--- src/rtl/clkmux_pkg.sv ---
// Package: shared address codes for the clock mux control register.
// Assumes a two-bit word address on both bus ports.
package clkmux_pkg;
    localparam int ADDR_W = 2;

    typedef enum logic [ADDR_W-1:0] {
        REG_STATUS = 2'd0,
        REG_SET    = 2'd1,
        REG_CLEAR  = 2'd2,
        REG_UPDATE = 2'd3
    } reg_addr_e;
endpackage

--- src/rtl/clkmux_wdecode.sv ---
// Module: write decoder. Turns one bus write into a set mask, a clear mask
// and a single-cycle update pulse.
// Assumes at most one write per cycle. The update pulse needs bit UPD_BIT.
module clkmux_wdecode
    import clkmux_pkg::*;
#(
    parameter int DATA_W  = 32,
    parameter int UPD_BIT = 0
) (
    input  logic              wr_en,
    input  logic [ADDR_W-1:0] wr_addr,
    input  logic [DATA_W-1:0] wr_data,
    output logic [DATA_W-1:0] set_mask,
    output logic [DATA_W-1:0] clr_mask,
    output logic              upd_fire
);
    reg_addr_e addr_e;
    assign addr_e = reg_addr_e'(wr_addr);

    // Steer write data to the mask that matches the address.
    always_comb begin
        set_mask = '0;
        clr_mask = '0;
        upd_fire = 1'b0;
        if (wr_en) begin
            case (addr_e)
                REG_SET:    set_mask = wr_data;
                REG_CLEAR:  clr_mask = wr_data;
                REG_UPDATE: upd_fire = wr_data[UPD_BIT];
                default:    ;
            endcase
        end
    end
endmodule

--- src/rtl/clkmux_status.sv ---
// Module: staged status word. Holds the select field and the active-low gate
// bit, and changes them only through the set and clear masks.
// Assumes the gate bit lies outside the select field. Clear wins over set.
module clkmux_status #(
    parameter int DATA_W    = 32,
    parameter int SEL_W     = 3,
    parameter int SEL_SHIFT = 0,
    parameter int GATE_BIT  = 31
) (
    input  logic              clk,
    input  logic              rst_n,
    input  logic [DATA_W-1:0] set_mask,
    input  logic [DATA_W-1:0] clr_mask,
    output logic [SEL_W-1:0]  sel_staged,
    output logic              gate_off,
    output logic [DATA_W-1:0] status_word
);
    logic [SEL_W-1:0] sel_q;
    logic             gate_q;
    logic [SEL_W-1:0] sel_d;
    logic             gate_d;
    logic             unused_mask_bits;

    assign unused_mask_bits = ^{set_mask, clr_mask};

    // Next state: OR in set bits, then remove clear bits.
    always_comb begin
        sel_d  = (sel_q | set_mask[SEL_SHIFT +: SEL_W]) & ~clr_mask[SEL_SHIFT +: SEL_W];
        gate_d = (gate_q | set_mask[GATE_BIT]) & ~clr_mask[GATE_BIT];
    end

    // Hold the staged fields. Reset closes the gate with select zero.
    always_ff @(posedge clk) begin
        if (!rst_n) begin
            sel_q  <= '0;
            gate_q <= 1'b1;
        end else begin
            sel_q  <= sel_d;
            gate_q <= gate_d;
        end
    end

    // Pack the readable word. Unimplemented bits read as zero.
    always_comb begin
        status_word                      = '0;
        status_word[SEL_SHIFT +: SEL_W]  = sel_q;
        status_word[GATE_BIT]            = gate_q;
    end

    assign sel_staged = sel_q;
    assign gate_off   = gate_q;

    assert_set_gate_R2: assert property (@(posedge clk) disable iff (!rst_n)
        (set_mask[GATE_BIT] && !clr_mask[GATE_BIT]) |=> gate_q);

    assert_clr_gate_R3: assert property (@(posedge clk) disable iff (!rst_n)
        clr_mask[GATE_BIT] |=> !gate_q);

    assert_idle_hold_R3: assert property (@(posedge clk) disable iff (!rst_n)
        (!(|set_mask) && !(|clr_mask)) |=> ($stable(sel_q) && $stable(gate_q)));
endmodule

--- src/rtl/clkmux_commit.sv ---
// Module: commit stage. Registers the effective select and enable.
// The select moves only on an update pulse while the gate is open. The
// enable follows the gate bit one cycle later. No pending state is kept.
module clkmux_commit #(
    parameter int SEL_W = 3
) (
    input  logic             clk,
    input  logic             rst_n,
    input  logic [SEL_W-1:0] sel_staged,
    input  logic             gate_off,
    input  logic             upd_fire,
    output logic [SEL_W-1:0] sel_eff,
    output logic             en_eff
);
    logic [SEL_W-1:0] sel_q;
    logic             en_q;

    // Commit the staged select and track the gate.
    always_ff @(posedge clk) begin
        if (!rst_n) begin
            sel_q <= '0;
            en_q  <= 1'b0;
        end else begin
            en_q <= ~gate_off;
            if (upd_fire && !gate_off) begin
                sel_q <= sel_staged;
            end
        end
    end

    assign sel_eff = sel_q;
    assign en_eff  = en_q;

    assert_sel_hold_R6: assert property (@(posedge clk) disable iff (!rst_n)
        !upd_fire |=> $stable(sel_q));

    assert_gated_drop_R8: assert property (@(posedge clk) disable iff (!rst_n)
        (upd_fire && gate_off) |=> $stable(sel_q));

    assert_commit_R7: assert property (@(posedge clk) disable iff (!rst_n)
        (upd_fire && !gate_off) |=> (sel_q == $past(sel_staged)));

    assert_en_follow_R5: assert property (@(posedge clk) disable iff (!rst_n)
        1'b1 |=> (en_q == !$past(gate_off)));
endmodule

--- src/rtl/clkmux_ctrl.sv ---
// Module: top of the clock mux control register. Wires decoder, status word
// and commit stage together and serves the read port.
// Assumes one bus write per cycle and a combinational read.
module clkmux_ctrl
    import clkmux_pkg::*;
#(
    parameter int DATA_W    = 32,
    parameter int SEL_W     = 3,
    parameter int SEL_SHIFT = 0,
    parameter int GATE_BIT  = 31,
    parameter int UPD_BIT   = 0
) (
    input  logic              clk,
    input  logic              rst_n,
    input  logic              wr_en,
    input  logic [1:0]        wr_addr,
    input  logic [DATA_W-1:0] wr_data,
    input  logic [1:0]        rd_addr,
    output logic [DATA_W-1:0] rd_data,
    output logic [SEL_W-1:0]  sel_out,
    output logic              clk_en
);
    logic [DATA_W-1:0] set_mask;
    logic [DATA_W-1:0] clr_mask;
    logic              upd_fire;
    logic [SEL_W-1:0]  sel_staged;
    logic              gate_off;
    logic [DATA_W-1:0] status_word;
    reg_addr_e         rd_e;

    clkmux_wdecode #(.DATA_W(DATA_W), .UPD_BIT(UPD_BIT)) u_dec (
        .wr_en    (wr_en),
        .wr_addr  (wr_addr),
        .wr_data  (wr_data),
        .set_mask (set_mask),
        .clr_mask (clr_mask),
        .upd_fire (upd_fire)
    );

    clkmux_status #(
        .DATA_W(DATA_W), .SEL_W(SEL_W), .SEL_SHIFT(SEL_SHIFT), .GATE_BIT(GATE_BIT)
    ) u_stat (
        .clk         (clk),
        .rst_n       (rst_n),
        .set_mask    (set_mask),
        .clr_mask    (clr_mask),
        .sel_staged  (sel_staged),
        .gate_off    (gate_off),
        .status_word (status_word)
    );

    clkmux_commit #(.SEL_W(SEL_W)) u_commit (
        .clk        (clk),
        .rst_n      (rst_n),
        .sel_staged (sel_staged),
        .gate_off   (gate_off),
        .upd_fire   (upd_fire),
        .sel_eff    (sel_out),
        .en_eff     (clk_en)
    );

    assign rd_e = reg_addr_e'(rd_addr);

    // Read port: only the status address returns data.
    always_comb begin
        rd_data = '0;
        if (rd_e == REG_STATUS) begin
            rd_data = status_word;
        end
    end

    assert_rd_zero_R4: assert property (@(posedge clk) disable iff (!rst_n)
        (rd_e != REG_STATUS) |-> (rd_data == '0));
endmodule

--- config.mk ---
export PLATFORM = sky130hd
export DESIGN_NAME = clkmux_ctrl
export DESIGN_NICKNAME = d
export VERILOG_FILES = /design/src/rtl/clkmux_pkg.sv /design/src/rtl/clkmux_wdecode.sv /design/src/rtl/clkmux_status.sv /design/src/rtl/clkmux_commit.sv /design/src/rtl/clkmux_ctrl.sv
export SDC_FILE = /design/constraint.sdc
export NUM_CORES = 1
export LEC_CHECK = 0
export ABC_AREA = 1
export BUFFER_PORTS_ARGS = -buffer_cell sky130_fd_sc_hd__buf_2
export CAP_MARGIN = 20
export CORE_UTILIZATION = 30
export DETAILED_ROUTE_END_ITERATION = 10
export GPL_TIMING_DRIVEN = 0
export PLACE_DENSITY = 0.87
export REMOVE_ABC_BUFFERS = 1
export SLEW_MARGIN = 10
export SYNTH_ARGS = -nofsm -noshare
export SYNTH_HDL_FRONTEND = slang
export SYNTH_SLANG_ARGS = --single-unit
--- constraint.sdc ---
create_clock -name clk -period 1 [get_ports clk]
set_input_delay 0.1 -clock clk [delete_from_list [all_inputs] [get_ports clk]]
set_output_delay 0.1 -clock clk [all_outputs]
set_load 0.02 [all_outputs]
# --- Word level (Yosys, flattened, before mapping) ---
# Index checks and enable logic that the tools add are counted.
totals:
  reg_bits: 8
  inputBits: 39
  output_inout_bits: 36
  wordCells: 24
op_classes:
  n_eq_ne: 3
  mux: 7
  bitwise_logic: 7
  n_reduce_logical: 3
ops:
  columns: ["operator", "count"]
  rows:
  - ["$mux 32", 5]
  - ["$eq 2x2->1 const B", 2]
  - ["$and 3x3->3", 1]
  - ["$not 3->3", 1]
  - ["$or 3x3->3", 1]
  - ["$eq 2x1->1 const B", 1]
  - ["$logic_not 2->1", 1]
  - ["$mux 1", 2]
  - ["$not 1->1", 2]
  - ["$and 1x1->1", 1]
  - ["$logic_and 1x1->1", 1]
  - ["$logic_not 1->1", 1]
  - ["$or 1x1->1", 1]

# --- Depth between registers and ports, before layout ---
logic_depth:
  ltp_word: 5
  ltp_mapped: 6
  mapped_depth_nobuf: 6

# --- Cells and area by module ---
# Synthesis repeated with hierarchy kept, for this count alone.
hier_totals:
  hier_cells: 257
  area_unflattened_um2: 1431.4
by_module_without_submodules:
  columns: ["mod", "instances", "cells_each", "area_per_inst_um2", "seq_area_each_um2"]
  rows:
  - ["clkmux_wdecode", 1, 111, 461.7, 0.0]
  - ["clkmux_ctrl", 1, 70, 426.7, 0.0]
  - ["clkmux_status", 1, 52, 381.6, 80.1]
  - ["clkmux_commit", 1, 24, 161.4, 80.1]

# --- Worst setup path before layout ---
# No wires, ideal clock.
synth_timing:
  path_kind: "flip-flop to flip-flop"
  from: "register u_stat.gate_q (netlist: u_stat.gate_off)"
  to: "register u_commit.sel_q[0] (netlist: u_commit.sel_eff[0])"
  setup_ns: 0.113
  arrival_ns: 0.712
  t_required_ns: 0.887
  setup_slack_ns: 0.175
  path_stages_with_launch: 7
  path_buffers: 0
  period_less_slack_ns: 0.825
  path_cell_list: "dfxtp_1 -> inv_1 -> nand3_1 -> nor2_4 -> nand2_1 -> nand2_1 -> nor2_1"
synth_between:
  elab_chain_len: 2
synth_rtl:
  columns: ["item", "line_no", "source"]
  rows:
  - ["start: declaration", "clkmux_status.sv:19", "logic gate_q;"]
  - ["start signal: assignment", "clkmux_status.sv:39", "gate_q <= gate_d;"]
  - ["$logic_not 1->1", "clkmux_commit.sv:25", "if (upd_fire && !gate_off) begin"]
  - ["$logic_and 1x1->1", "clkmux_commit.sv:25", null]
  - ["end signal: assignment", "clkmux_commit.sv:26", "sel_q <= sel_staged;"]
  - ["end: declaration", "clkmux_commit.sv:15", "logic [SEL_W-1:0] sel_q;"]
# Every way passes these cells.
# A chain may end at the register's enable or synchronous reset.

# --- Worst setup path in the final report ---
layout_timing:
  from: "register u_stat.gate_q (netlist: u_stat.gate_off)"
  to: "output port rd_data[31]"
layout_between:
  elab_chain_len: 1
layout_rtl:
  columns: ["item", "line_no", "source"]
  rows:
  - ["$mux 32", "clkmux_ctrl.sv:67", "if (rd_e == REG_STATUS) begin"]
  - ["end: declaration", "clkmux_ctrl.sv:19", "output logic [DATA_W-1:0] rd_data,"]
# Every way passes these cells.

==> flow_summary.toml <==
[grt]
overflow = 0
grt_pass1_wl_mm = 1.407
grt_antenna_before_repair = 0
grt_max_degree = 9
grt_pass1_vias = 380
grt_use_total_pct = 9.879

[timing]
hold_violations = 0
rsz0062_at_grt = "false"
setup_violations = 0
tns_ps = 0
skew_ps = 6.339
period_minus_slack_ps = 954.1
fin_crit_sh_pct = 95.41
fmax_mhz = 1048
drv_slew = 0

[synth]
synth.avg_cell_area_sq_um = 7.126
synth_seq_cells = 8
postSynthCellCount = 82
ys_warn_count = 0
yosys.cell_types.count = 15
syn-cell-area_sq_um = 584.3
ys_seq_area_share_pct = 27.41

[floorplanning]
die_area_sq_um = 2128
die_h_um = 46.13
core_sq_um = 1783
start_util_pct = 32.77
row_count = 15
ios = 75
die_w_um = 46.13

[power_and_ir_drop]
leakage_nw = 0.3361
p_per_area_nw_per_um2 = 1223
peakVddDrop_mv = 0.5190

[cts]
cts_tree = "done"
clock_latency_ps = 260
cts_buffers = 3
cts_setup_buffers = 0
cts_buffer_depth = 2
cts_sinks = 8
h-tree-depth = 1
root_buffer = "clkbuf_4"
cts_hold_buf = 0
clk_pin_slew_worst_paths_ps = 60

[placed_design]
port_buffers = 18
dpl.cell_count = 123
routabilityCongestion = 0.7858
dp_hpwl_um = 861.9

[critical_path]
arrival_ps = 850
critPathMaxStageDelay_ps = 320
crit_type = "flip-flop to primary output"
cp-end-kind = "primary output"
critPathSlowestCell = "dfxtp_2"
start_kind = "flip-flop"
worstPathCellList = "inv_1 > nor2_1 > buf_4"
cp_data_required_time_ps = 900
critPathMaxFanout = 2

[cells_and_area]
layout-drive-gt1-share_pct = 26.73
n_fill_cell = 202
finish.net_count = 142
area_growth_pct = 6.210
diodes = 0
final_cell_mix = "conb_1 (28), buf_2 (14), nor2_1 (13)"
final_common_cell = "conb_1"
final_util_pct = 34.81
fin_cells = 126

[run]
cap_viol_max_count = 0

[drt]
dr.pass1.iters = 4
via_count = 459
drc = 0
drt-total-wl_um = 994
avgViaCountPerCell = 3.643
antenna_violating_nets_post_route = 0
drt_iter0_markers = 7
drt-wirelength-per-cell_um = 7.889

[outcome]
status = "completed"

[worst_hold_path]
hold_class = "input pin to flip-flop"
==> registers in the layout, indices dropped and copies added, names as in the netlist <==
signal,cells
u_commit.en_eff,1
u_stat.sel_staged,3
u_commit.sel_eff,3
u_stat.gate_off,1
==> path summary, 6_finish.rpt <==
path	from	slack, ps	endpoint	depth (start not counted)
max	u_stat.gate_off	50	rd_data[31]	3
min	wr_data[2]	120	u_stat.sel_staged[2]	3
max reg2reg	u_stat.gate_off	90	u_commit.sel_eff[2]	6
min reg2reg	u_stat.gate_off	420	u_commit.en_eff	1
==> worst max-delay path: cells and delay by family (launching register included) <==
family | cells | cell delay [ps]
simple gates | 1 | 80
flops | 1 | 320
buf+inv | 2 | 190
==> per-stage QoR <==
stage	setup WS, ps	power [mW]	hold slack (ps)	cell area, sq um
after floorplan	174.7	0.4657	220.4	464.2
after global placement	104.5	0.5035	381.0	585.6
after detailed placement	99.49	0.5080	384.2	585.6
after CTS	1.836	0.7595	114.8	614.3
after global routing	4.329	0.7926	135.5	620.6
final	45.95	0.7590	121.2	620.6
==> layer usage <==
metal  track usage [%]  share of wire [%]  up-vias  wire length, um
met1             8.571                 35      194              349
met4             10.00                2.2        0               22
li1                  -                  -      234                -
met3             4.314                9.2        4               91
met5                 0                  0        -                0
met2             16.34                 53       27              530
==> synthesized netlist by cell type <==
library cell / number / share of area (%)
buf_4: 28 / 36
dfxtp_1: 8 / 27
nand2_1: 10 / 6.4
o21ai_0: 3 / 2.6
nor3_1: 1 / 0.86
conb_1: 1 / 0.64
nand3_1: 4 / 3.4
a31oi_1: 1 / 1.1
a21oi_1: 3 / 2.6
nor2_4: 1 / 1.9
or2_2: 1 / 1.1
nand2_4: 1 / 1.9
inv_1: 6 / 3.9
buf_6: 1 / 1.9
nor2_1: 13 / 8.4
==> final cells by class <==
cell class | count | area, sq um | area share (%)
clock buffers | 3 | 22.52 | 3.629
inverters | 6 | 22.52 | 3.629
multi-input cells | 66 | 281.5 | 45.36
flip-flops and latches | 8 | 162.7 | 26.21
well taps | 25 | 31.28 | 5.040
repair buffers | 18 | 100.1 | 16.13
==> power by group <==
part	total, mW	leakage [nW]	switching (mW)	internal [mW]
logic	0.176	0.257	0.142	0.0342
clock network	0.253	0.0138	0.115	0.138
registers	0.329	0.0648	0.00294	0.326
==> kinds of logic (layout without fill, tap and decap cells) <==
family / after synthesis / after routing / synth area share [%]
other cells: 1 / 28 / 0.6418
simple gates: 31 / 31 / 23.98
compound gates: 7 / 7 / 6.209
buf+inv: 35 / 27 / 41.76
flops: 8 / 8 / 27.41
==> repair_timing <==
action,CTS,global route
hold endpoints to repair,0,0
gates cloned,0,0
setup endpoints to repair,2,4
resized for setup,3,4
pin swaps,0,4
No activity file was read; power rests on OpenSTA's default activity.
